<file path="config.mk">
export PLATFORM = sky130hd
export DESIGN_NAME = alias_regbank
export DESIGN_NICKNAME = d
export VERILOG_FILES = /design/src/rtl/alias_regbank_pkg.sv /design/src/rtl/arb_decode.sv /design/src/rtl/arb_reg.sv /design/src/rtl/arb_rdmux.sv /design/src/rtl/alias_regbank.sv
export SDC_FILE = /design/constraint.sdc
export NUM_CORES = 1
export LEC_CHECK = 0
export BUFFER_PORTS_ARGS = -buffer_cell sky130_fd_sc_hd__buf_2
export CORE_UTILIZATION = 50
export DETAILED_ROUTE_END_ITERATION = 16
export PLACE_DENSITY = 0.72
export SYNTH_ARGS = -nofsm -noshare
export SYNTH_HDL_FRONTEND = slang
export SYNTH_HIERARCHICAL = 1
export SYNTH_SLANG_ARGS = --single-unit
</file>
<file path="constraint.sdc">
create_clock -name clk -period 1.9 [get_ports clk]
set_input_delay 0.38 -clock clk [delete_from_list [all_inputs] [get_ports clk]]
set_output_delay 0.38 -clock clk [all_outputs]
set_load 0.1 [all_outputs]
</file>
<file path="src/rtl/alias_regbank_pkg.sv">
package alias_regbank_pkg;

  // Which view of a register an access targets; this encoding is what
  // the alias selector address bits carry.
  typedef enum logic [1:0] {
    ALIAS_WHOLE = 2'd0,
    ALIAS_SET   = 2'd1,
    ALIAS_CLR   = 2'd2,
    ALIAS_TOG   = 2'd3
  } alias_op_e;

  // Byte-address layout: 4-byte words, four alias words per register.
  localparam int unsigned WORD_LSB  = 2;
  localparam int unsigned ALIAS_W   = 2;
  localparam int unsigned SLOT_LSB  = WORD_LSB + ALIAS_W;

endpackage

</file>
<file path="src/rtl/arb_decode.sv">
module arb_decode
  import alias_regbank_pkg::*;
#(
  parameter int unsigned ADDR_W   = 8,
  parameter int unsigned NUM_REGS = 4,
  parameter int unsigned IDX_W    = 2
) (
  input  logic [ADDR_W-1:0]   addr,
  input  logic                wr_en,
  output logic [NUM_REGS-1:0] wr_stb,
  output alias_op_e           op,
  output logic                hit,
  output logic [IDX_W-1:0]    idx
);

  localparam int unsigned SLOT_W = ADDR_W - SLOT_LSB;

  logic [SLOT_W-1:0] slot;
  logic              unused_byte_lane;

  assign slot             = addr[ADDR_W-1:SLOT_LSB];
  assign unused_byte_lane = ^addr[WORD_LSB-1:0];
  assign op               = alias_op_e'(addr[SLOT_LSB-1:WORD_LSB]);
  assign hit              = (32'(slot) < NUM_REGS);
  assign idx              = slot[IDX_W-1:0];

  // One strobe per register; an unmapped slot raises none.
  for (genvar g = 0; g < NUM_REGS; g++) begin : g_stb
    assign wr_stb[g] = wr_en && (slot == SLOT_W'(g));
  end

endmodule

</file>
<file path="src/rtl/arb_reg.sv">
module arb_reg
  import alias_regbank_pkg::*;
#(
  parameter int unsigned   W       = 32,
  parameter logic [W-1:0]  RST_VAL = '0,
  parameter bit            IS_CTRL = 1'b0
) (
  input  logic         clk,
  input  logic         rst,
  input  logic         wr_stb,
  input  alias_op_e    op,
  input  logic [W-1:0] wdata,
  input  logic         hold,
  output logic [W-1:0] q
);

  logic [W-1:0] nxt;

  always_comb begin
    unique case (op)
      ALIAS_SET: nxt = q | wdata;
      ALIAS_CLR: nxt = q & ~wdata;
      ALIAS_TOG: nxt = q ^ wdata;
      default:   nxt = wdata;
    endcase
  end

  if (IS_CTRL) begin : g_ctrl
    // Control register: the two top bits stay writable in soft reset,
    // the rest is pinned to its default until soft reset is released.
    always_ff @(posedge clk) begin
      if (rst) begin
        q <= RST_VAL;
      end else if (wr_stb) begin
        q <= hold ? {nxt[W-1:W-2], RST_VAL[W-3:0]} : nxt;
      end else if (hold) begin
        q[W-3:0] <= RST_VAL[W-3:0];
      end
    end
  end else begin : g_plain
    always_ff @(posedge clk) begin
      if (rst || hold) begin
        q <= RST_VAL;
      end else if (wr_stb) begin
        q <= nxt;
      end
    end
  end

endmodule

</file>
<file path="src/rtl/arb_rdmux.sv">
module arb_rdmux #(
  parameter int unsigned W        = 32,
  parameter int unsigned NUM_REGS = 4,
  parameter int unsigned IDX_W    = 2
) (
  input  logic                         clk,
  input  logic                         rst,
  input  logic                         rd_en,
  input  logic                         hit,
  input  logic [IDX_W-1:0]             idx,
  input  logic [NUM_REGS-1:0][W-1:0]   regs,
  output logic [W-1:0]                 rdata
);

  always_ff @(posedge clk) begin
    if (rst) begin
      rdata <= '0;
    end else if (rd_en) begin
      rdata <= hit ? regs[idx] : '0;
    end
  end

endmodule

</file>
<file path="src/rtl/alias_regbank.sv">
module alias_regbank
  import alias_regbank_pkg::*;
#(
  parameter int unsigned          ADDR_W       = 8,
  parameter int unsigned          DATA_W       = 32,
  parameter int unsigned          NUM_REGS     = 4,
  parameter logic [DATA_W-3:0]    REG0_LOW_RST = 'hA5,
  parameter logic [DATA_W-1:0]    RST_STEP     = 'h0001_0001
) (
  input  logic                         clk,
  input  logic                         rst,
  input  logic [ADDR_W-1:0]            addr,
  input  logic [DATA_W-1:0]            wdata,
  input  logic                         wr_en,
  input  logic                         rd_en,
  output logic [DATA_W-1:0]            rdata,
  output logic [NUM_REGS*DATA_W-1:0]   regs_o,
  output logic                         soft_rst_o,
  output logic                         clk_gate_o
);

  localparam int unsigned IDX_W    = (NUM_REGS > 1) ? $clog2(NUM_REGS) : 1;
  localparam logic [DATA_W-1:0] REG0_RST = {2'b11, REG0_LOW_RST};

  typedef logic [NUM_REGS-1:0][DATA_W-1:0] bank_t;

  function automatic bank_t reset_image();
    bank_t img;
    for (int i = 0; i < NUM_REGS; i++) begin
      img[i] = (i == 0) ? REG0_RST : DATA_W'(i) * RST_STEP;
    end
    return img;
  endfunction

  localparam bank_t RST_IMG = reset_image();

  logic [NUM_REGS-1:0] wr_stb;
  alias_op_e           op;
  logic                hit;
  logic [IDX_W-1:0]    idx;
  bank_t               reg_q;
  bank_t               img_q;
  logic                soft_hold;
  logic                freeze;

  arb_decode #(
    .ADDR_W   (ADDR_W),
    .NUM_REGS (NUM_REGS),
    .IDX_W    (IDX_W)
  ) u_decode (
    .addr   (addr),
    .wr_en  (wr_en),
    .wr_stb (wr_stb),
    .op     (op),
    .hit    (hit),
    .idx    (idx)
  );

  assign soft_hold = reg_q[0][DATA_W-1];
  assign freeze    = reg_q[0][DATA_W-2];

  for (genvar g = 0; g < NUM_REGS; g++) begin : g_reg
    arb_reg #(
      .W       (DATA_W),
      .RST_VAL (RST_IMG[g]),
      .IS_CTRL (g == 0)
    ) u_reg (
      .clk    (clk),
      .rst    (rst),
      .wr_stb (wr_stb[g]),
      .op     (op),
      .wdata  (wdata),
      .hold   (soft_hold),
      .q      (reg_q[g])
    );
  end

  arb_rdmux #(
    .W        (DATA_W),
    .NUM_REGS (NUM_REGS),
    .IDX_W    (IDX_W)
  ) u_rdmux (
    .clk   (clk),
    .rst   (rst),
    .rd_en (rd_en),
    .hit   (hit),
    .idx   (idx),
    .regs  (reg_q),
    .rdata (rdata)
  );

  // Image seen by the datapath: a registered copy that stops updating
  // while the freeze control is set.
  always_ff @(posedge clk) begin
    if (rst) begin
      img_q <= RST_IMG;
    end else if (!freeze) begin
      img_q <= reg_q;
    end
  end

  assign regs_o     = img_q;
  assign soft_rst_o = soft_hold;
  assign clk_gate_o = freeze;

endmodule

</file>
# Word level (Yosys, flattened, before mapping)
# Cells that the tools add are included.
[word_totals]
regBits = 288
latch_bits = 0
mem_bits_rw = 0
mem_bits_ro = 0
inputBits = 44
out_inout_bits = 162
wordCells = 48
mem_count = 0
[op_classes]
addsub = 0
n_mul = 0
n_div = 0
magnitude_cmp = 2
eq_ne = 6
shift = 0
mux = 10
n_bitwise = 13
n_reduce_logical = 7
[ops]
columns = ["operator", "count"]
rows = [
  ["one-hot mux 32 bit (3 select lines)", 4],
  ["AND 32 bit", 4],
  ["bitwise OR 32 bit", 4],
  ["bitwise XOR 32 bit", 4],
  ["two-way mux 30 bit", 3],
  ["binary-select mux 32 bit (select 2 bit)", 1],
  ["two-way mux 32 bit", 2],
  ["NOT 32 bit", 1],
  ["== test 4 x 2 -> 1 bit (second input constant)", 2],
  ["== test 2 bit (second input constant)", 2],
  ["== test 4 x 1 -> 1 bit (second input constant)", 1],
  ["logical AND 1 bit", 4],
  ["logical NOT 4 bit", 1],
  ["less-than comparator 4 x 3 -> 1 bit (second input constant)", 1],
  ["less-than comparator 2 x 3 -> 1 bit (second input constant)", 1],
  ["== test 2 x 1 -> 1 bit (second input constant)", 1],
  ["nonzero test 2 bit", 1],
  ["logical OR 1 bit", 1],
]

# Longest topological paths before layout
[logic_depth]
word_depth = 5
ltp_mapped = 7
mapped_depth_nobuf = 5

# Modules after synthesis
# Netlist, hierarchy kept.
[modules_own_cells]
columns = ["mod", "n_inst", "cells_per_inst", "area_per_inst_um2"]
rows = [
  ["alias_regbank", 1, 413, 4663.2],
  ["arb_reg (g_reg[0].u_reg)", 1, 360, 3155.5],
  ["arb_reg (g_reg[1].u_reg)", 1, 349, 2941.6],
  ["arb_reg (g_reg[2].u_reg)", 1, 347, 2936.6],
  ["arb_reg (g_reg[3].u_reg)", 1, 348, 2912.8],
  ["arb_rdmux", 1, 180, 1926.8],
  ["arb_decode", 1, 9, 95.1],
]

# Least setup slack after synthesis
# No wires, ideal clock.
[synth_path]
kind = "register to register"
start = "register g_reg[0].u_reg.q[31]"
end = "register g_reg[3].u_reg.q[10]"
setup_ns = 0.123
t_arrival_ns = 2.246
t_required_ns = 1.777
setup_slack_ns = -0.469
stages_incl_launch_ff = 6
n_path_buf = 2
cell_sequence = "dfxtp_1 nor2_1 and2_1 buf_2 buf_2 a221o_2"
[synth_via]
elab_chain_cells = 1
[synth_rtl]
columns = ["item", "line_no", "text"]
rows = [
  ["start: declaration", "arb_reg.sv:14", "output logic [W-1:0] q"],
  ["start signal: assignment", "arb_reg.sv:35", "q <= hold ? {nxt[W-1:W-2], RST_VAL[W-3:0]} : nxt;"],
  ["start signal: indexed assignment", "arb_reg.sv:37", "q[W-3:0] <= RST_VAL[W-3:0];"],
  ["logical OR 1 bit", "arb_reg.sv:42", "if (rst || hold) begin"],
  ["end signal: assignment", "arb_reg.sv:45", "q <= nxt;"],
  ["end: declaration", "arb_reg.sv:14", ""],
]
# No other way between the ends.
# A chain may end at the register's enable or synchronous reset.

# Worst setup path in the final report
[layout_path]
start = "register g_reg[0].u_reg.q[31]"
end = "output port soft_rst_o"
[layout_rtl]
columns = ["item", "line_no", "text"]
rows = [
  ["end: declaration", "alias_regbank.sv:18", "output logic soft_rst_o,"],
]
# No word-level cell between the ends.

==> metrics.csv <==
stage,metric,value,unit
die,full die area,38040,um2
detailed_routing,Vias,15020,
clock_tree,CTS Hold Bufs,0,
clock_tree,clock root cell,clkbuf_16,
global_routing,largest net degree at the start of global routing,61,
die,core outline area,36610,um2
timing,clock skew,0.01725,ns
setup_path,CP Max Fanout,10,
setup_path,cell family with most CP delay,buffers and inverters,
yosys,Ys Warns,6,
pwr,Comb power frac,0.089,
clock_tree,"Setup Fix Bufs, Post-CTS",0,
setup_path,"Data required, critical path",1.52,ns
detailed_routing,WL/cell,18.84,um
detailed_routing,DRC viols,0,
timing,final worst path period need,1.862,ns
clock_tree,Sink Count,288,
setup_path,Critical Path AT,1.48,ns
setup_path,Startpoint Class,flip-flop,
place,setup slack at placement,-0.1958,ns
die,Die Wd,195.0,um
timing,Tightest Pin Transition,1.248,ns
yosys,Syn Inst Count,2006,
yosys,Syn Area/Cell,9.288,um2
timing,worst rel slew slack,0.1660,
die,die height,195.0,um
cells_and_area,area growth from synthesis to layout,15.00,%
place,RD Place Congestion,0.8022,
clock_tree,cts repair resizes,2,
timing,fmax,537.2,MHz
place,Detailed Place HPWL,33320,um
yosys,Cell variety after synth,48,
detailed_routing,total wire length,50540,um
min_path,Hold/Removal Path Class,input port to flip-flop,
pwr,Clk network pwr share,0.505,
global_routing,vias in the first global route,15070,
setup_path,FF-to-FF setup slack,0.12,ns
setup_path,Worst Path Buf+Inv,1,
timing,"Worst Setup Slack, final",0.03843,ns
yosys,Post-synth EDFFs,0,
detailed_routing,detailed router's first-iteration violation count,944,
yosys,post-synthesis sequential area ratio,0.3094,
cells_and_area,share of layout cells above drive strength 1,0.2005,
clock_tree,Skew-Pair Late Insertion Delay,0.53,ns
cells_and_area,post-layout util,0.5853,
global_routing,GRT Overall Usage,0.2633,
pwr,switching pwr,0.003581,W
cells_and_area,"commonest cells after routing, fill and taps aside","286 x dfxtp_1, 274 x mux2i_1, 265 x inv_1",
timing,Fin Hold WS,0.2110,ns
timing,RSZ-0062 raised after global routing,no,
setup_path,CP cell instances,buf_2,
pwr,Peak VDD IR,0.5881,mV
pwr,leakage dissipation,11.16,nW
timing,max-slew violations,0,
clock_tree,CTS tree,built,
cells_and_area,diode count,0,
setup_path,worst setup path category,flip-flop to output port,
cells_and_area,multi-input logic area,10920,um2
global_routing,GRT overflow,0,
cells_and_area,fin nets,2489,
pwr,Pint,0.01135,W
pwr,power per cell area,697.0,nW/um2
timing,"Hold Violations, Final",0,
global_routing,initial antenna violation count,1,
yosys,dominant cell type by area after synthesis,dfxtp_1,
yosys,#FFs+latches synth,288,
yosys,syn nets,2306,
global_routing,first-pass GRT wire length,80270,um
clock_tree,Longest Clk Path Bufs,3,
yosys,Post-synth top flop,dfxtp_1,
yosys,Post-Syn Area,18630,um2
cells_and_area,"commonest non-fill, non-tap cell in the layout",dfxtp_1,
setup_path,critical path endpoint category,output port,
yosys,top-area cell type share of the netlist area,0.3094,
yosys,Area contributors post-synth,"dfxtp_1 31%, ha_1 17%, mux2i_1 15%",
setup_path,Max stage delay on crit path,0.48,ns
yosys,"FFs w/ async S/R, synth",0,
timing,endpoints failing setup,0,
timing,ratio of final minimum period to clock period,0.9798,
die,row count,70,
clock_tree,"Clk pin slew, worst setup/hold paths",0.06,ns
pwr,Seq pwr share,0.406,
die,I/O pins,206,
setup_path,Crit-path slowest cell,buf_2,
die,Starting Density,0.5089,
job,Max-Cap Viols,0,
status,status,"finished, final reports clean",
cells_and_area,Fillers,3105,
cells_and_area,FF+latch area,5771,um2
detailed_routing,vias per cell,5.599,
clock_tree,H-tree levels,2,
pwr,Sw Share,0.2398,
detailed_routing,drt first pass iters,5,
clock_tree,CTS Buf Count,35,
place,Port-buffer cells,203,
detailed_routing,Final ANT Viol Nets,0,
## power by group through the flow
stage	clock [W]	sequential [W]	combinational, W
final	0.00754	0.00606	0.00133
after global routing	0.00791	0.00606	0.00147
after CTS	0.00766	0.00606	0.00132
after detailed placement	0	0.00620	0.00131
after global placement	0	0.00620	0.00123
after floorplan	0	0.00629	0.000879
## path summary, 6_finish.rpt
kind / end / from / cells past startpoint
worst max-delay path: soft_rst_o / g_reg[0].u_reg/q[31]$_SDFFE_PP1P_ / 1
worst min-delay path: regs_o[94]$_SDFFE_PP0N_ / rst / 3
worst max register to register: g_reg[2].u_reg/q[23]$_SDFFE_PP0P_ / g_reg[0].u_reg/q[31]$_SDFFE_PP1P_ / 3
worst min register to register: u_rdmux/rdata[27]$_SDFFE_PP0P_ / u_rdmux/rdata[27]$_SDFFE_PP0P_ / 1
## through the flow
stage	TNS (ns)	power (W)	instances	area, um2
floorplan	0	0.007169	2006	18630
global placement	-11.97	0.007425	2618	20110
detailed placement	-15.38	0.007507	2618	20110
CTS	0	0.01504	2683	21430
global route	0	0.01544	2683	21430
finish	0	0.01493	2683	21430
## synthesized netlist by cell type, types with 4 or more instances
master	n
o22ai_1	32
buf_2	48
nand2b_1	58
o31ai_1	24
a221o_1	41
dfxtp_1	288
inv_1	265
a21oi_1	7
buf_6	23
nor2b_1	20
mux2i_1	274
nor2_1	210
a211o_1	15
mux2_2	30
a21o_1	33
buf_8	4
clkbuf_1	34
and2_1	4
a221o_2	53
buf_12	14
buf_4	9
a32oi_1	29
nand2_1	105
o21ai_0	101
ha_1	256
## layer usage
layer	global-route usage	part of all wire	up-vias
met5	0	0.00020	-
met4	0.1009	0.030	2
met3	0.05509	0.061	104
met2	0.4310	0.46	393
met1	0.3392	0.45	7292
li1	-	-	7230
## logic make-up (layout without fill, tap and decap cells)
kind of cell,after synthesis,count (layout),synth area share
simple gates,418,420,0.1028
buf+inv,398,605,0.1091
compound gates,340,340,0.1397
mux,306,306,0.1669
flops,288,288,0.3094
fa+ha+maj,256,256,0.1719
## worst register-to-register path: stages, from the launching register on
cell and delay (ns):
dfxtp_2 0.40, or2_2 0.41, nor2_4 0.62, a221o_2 0.29
## flip-flops by register name, summed over array words and instances, names as in the netlist
signal and count:
regs_o 128, g.u_reg/q 128, u_rdmux/rdata 32
## layout make-up
type	instances	share of cell area
clock buffer	51	0.04940
multi-input combinational	1322	0.5097
clock inverter	12	0.01098
timing repair buffer	277	0.08689
tap	468	0.02733
sequential	288	0.2693
inverter	265	0.04642
Note: power is estimated with default switching activity, not from simulation.
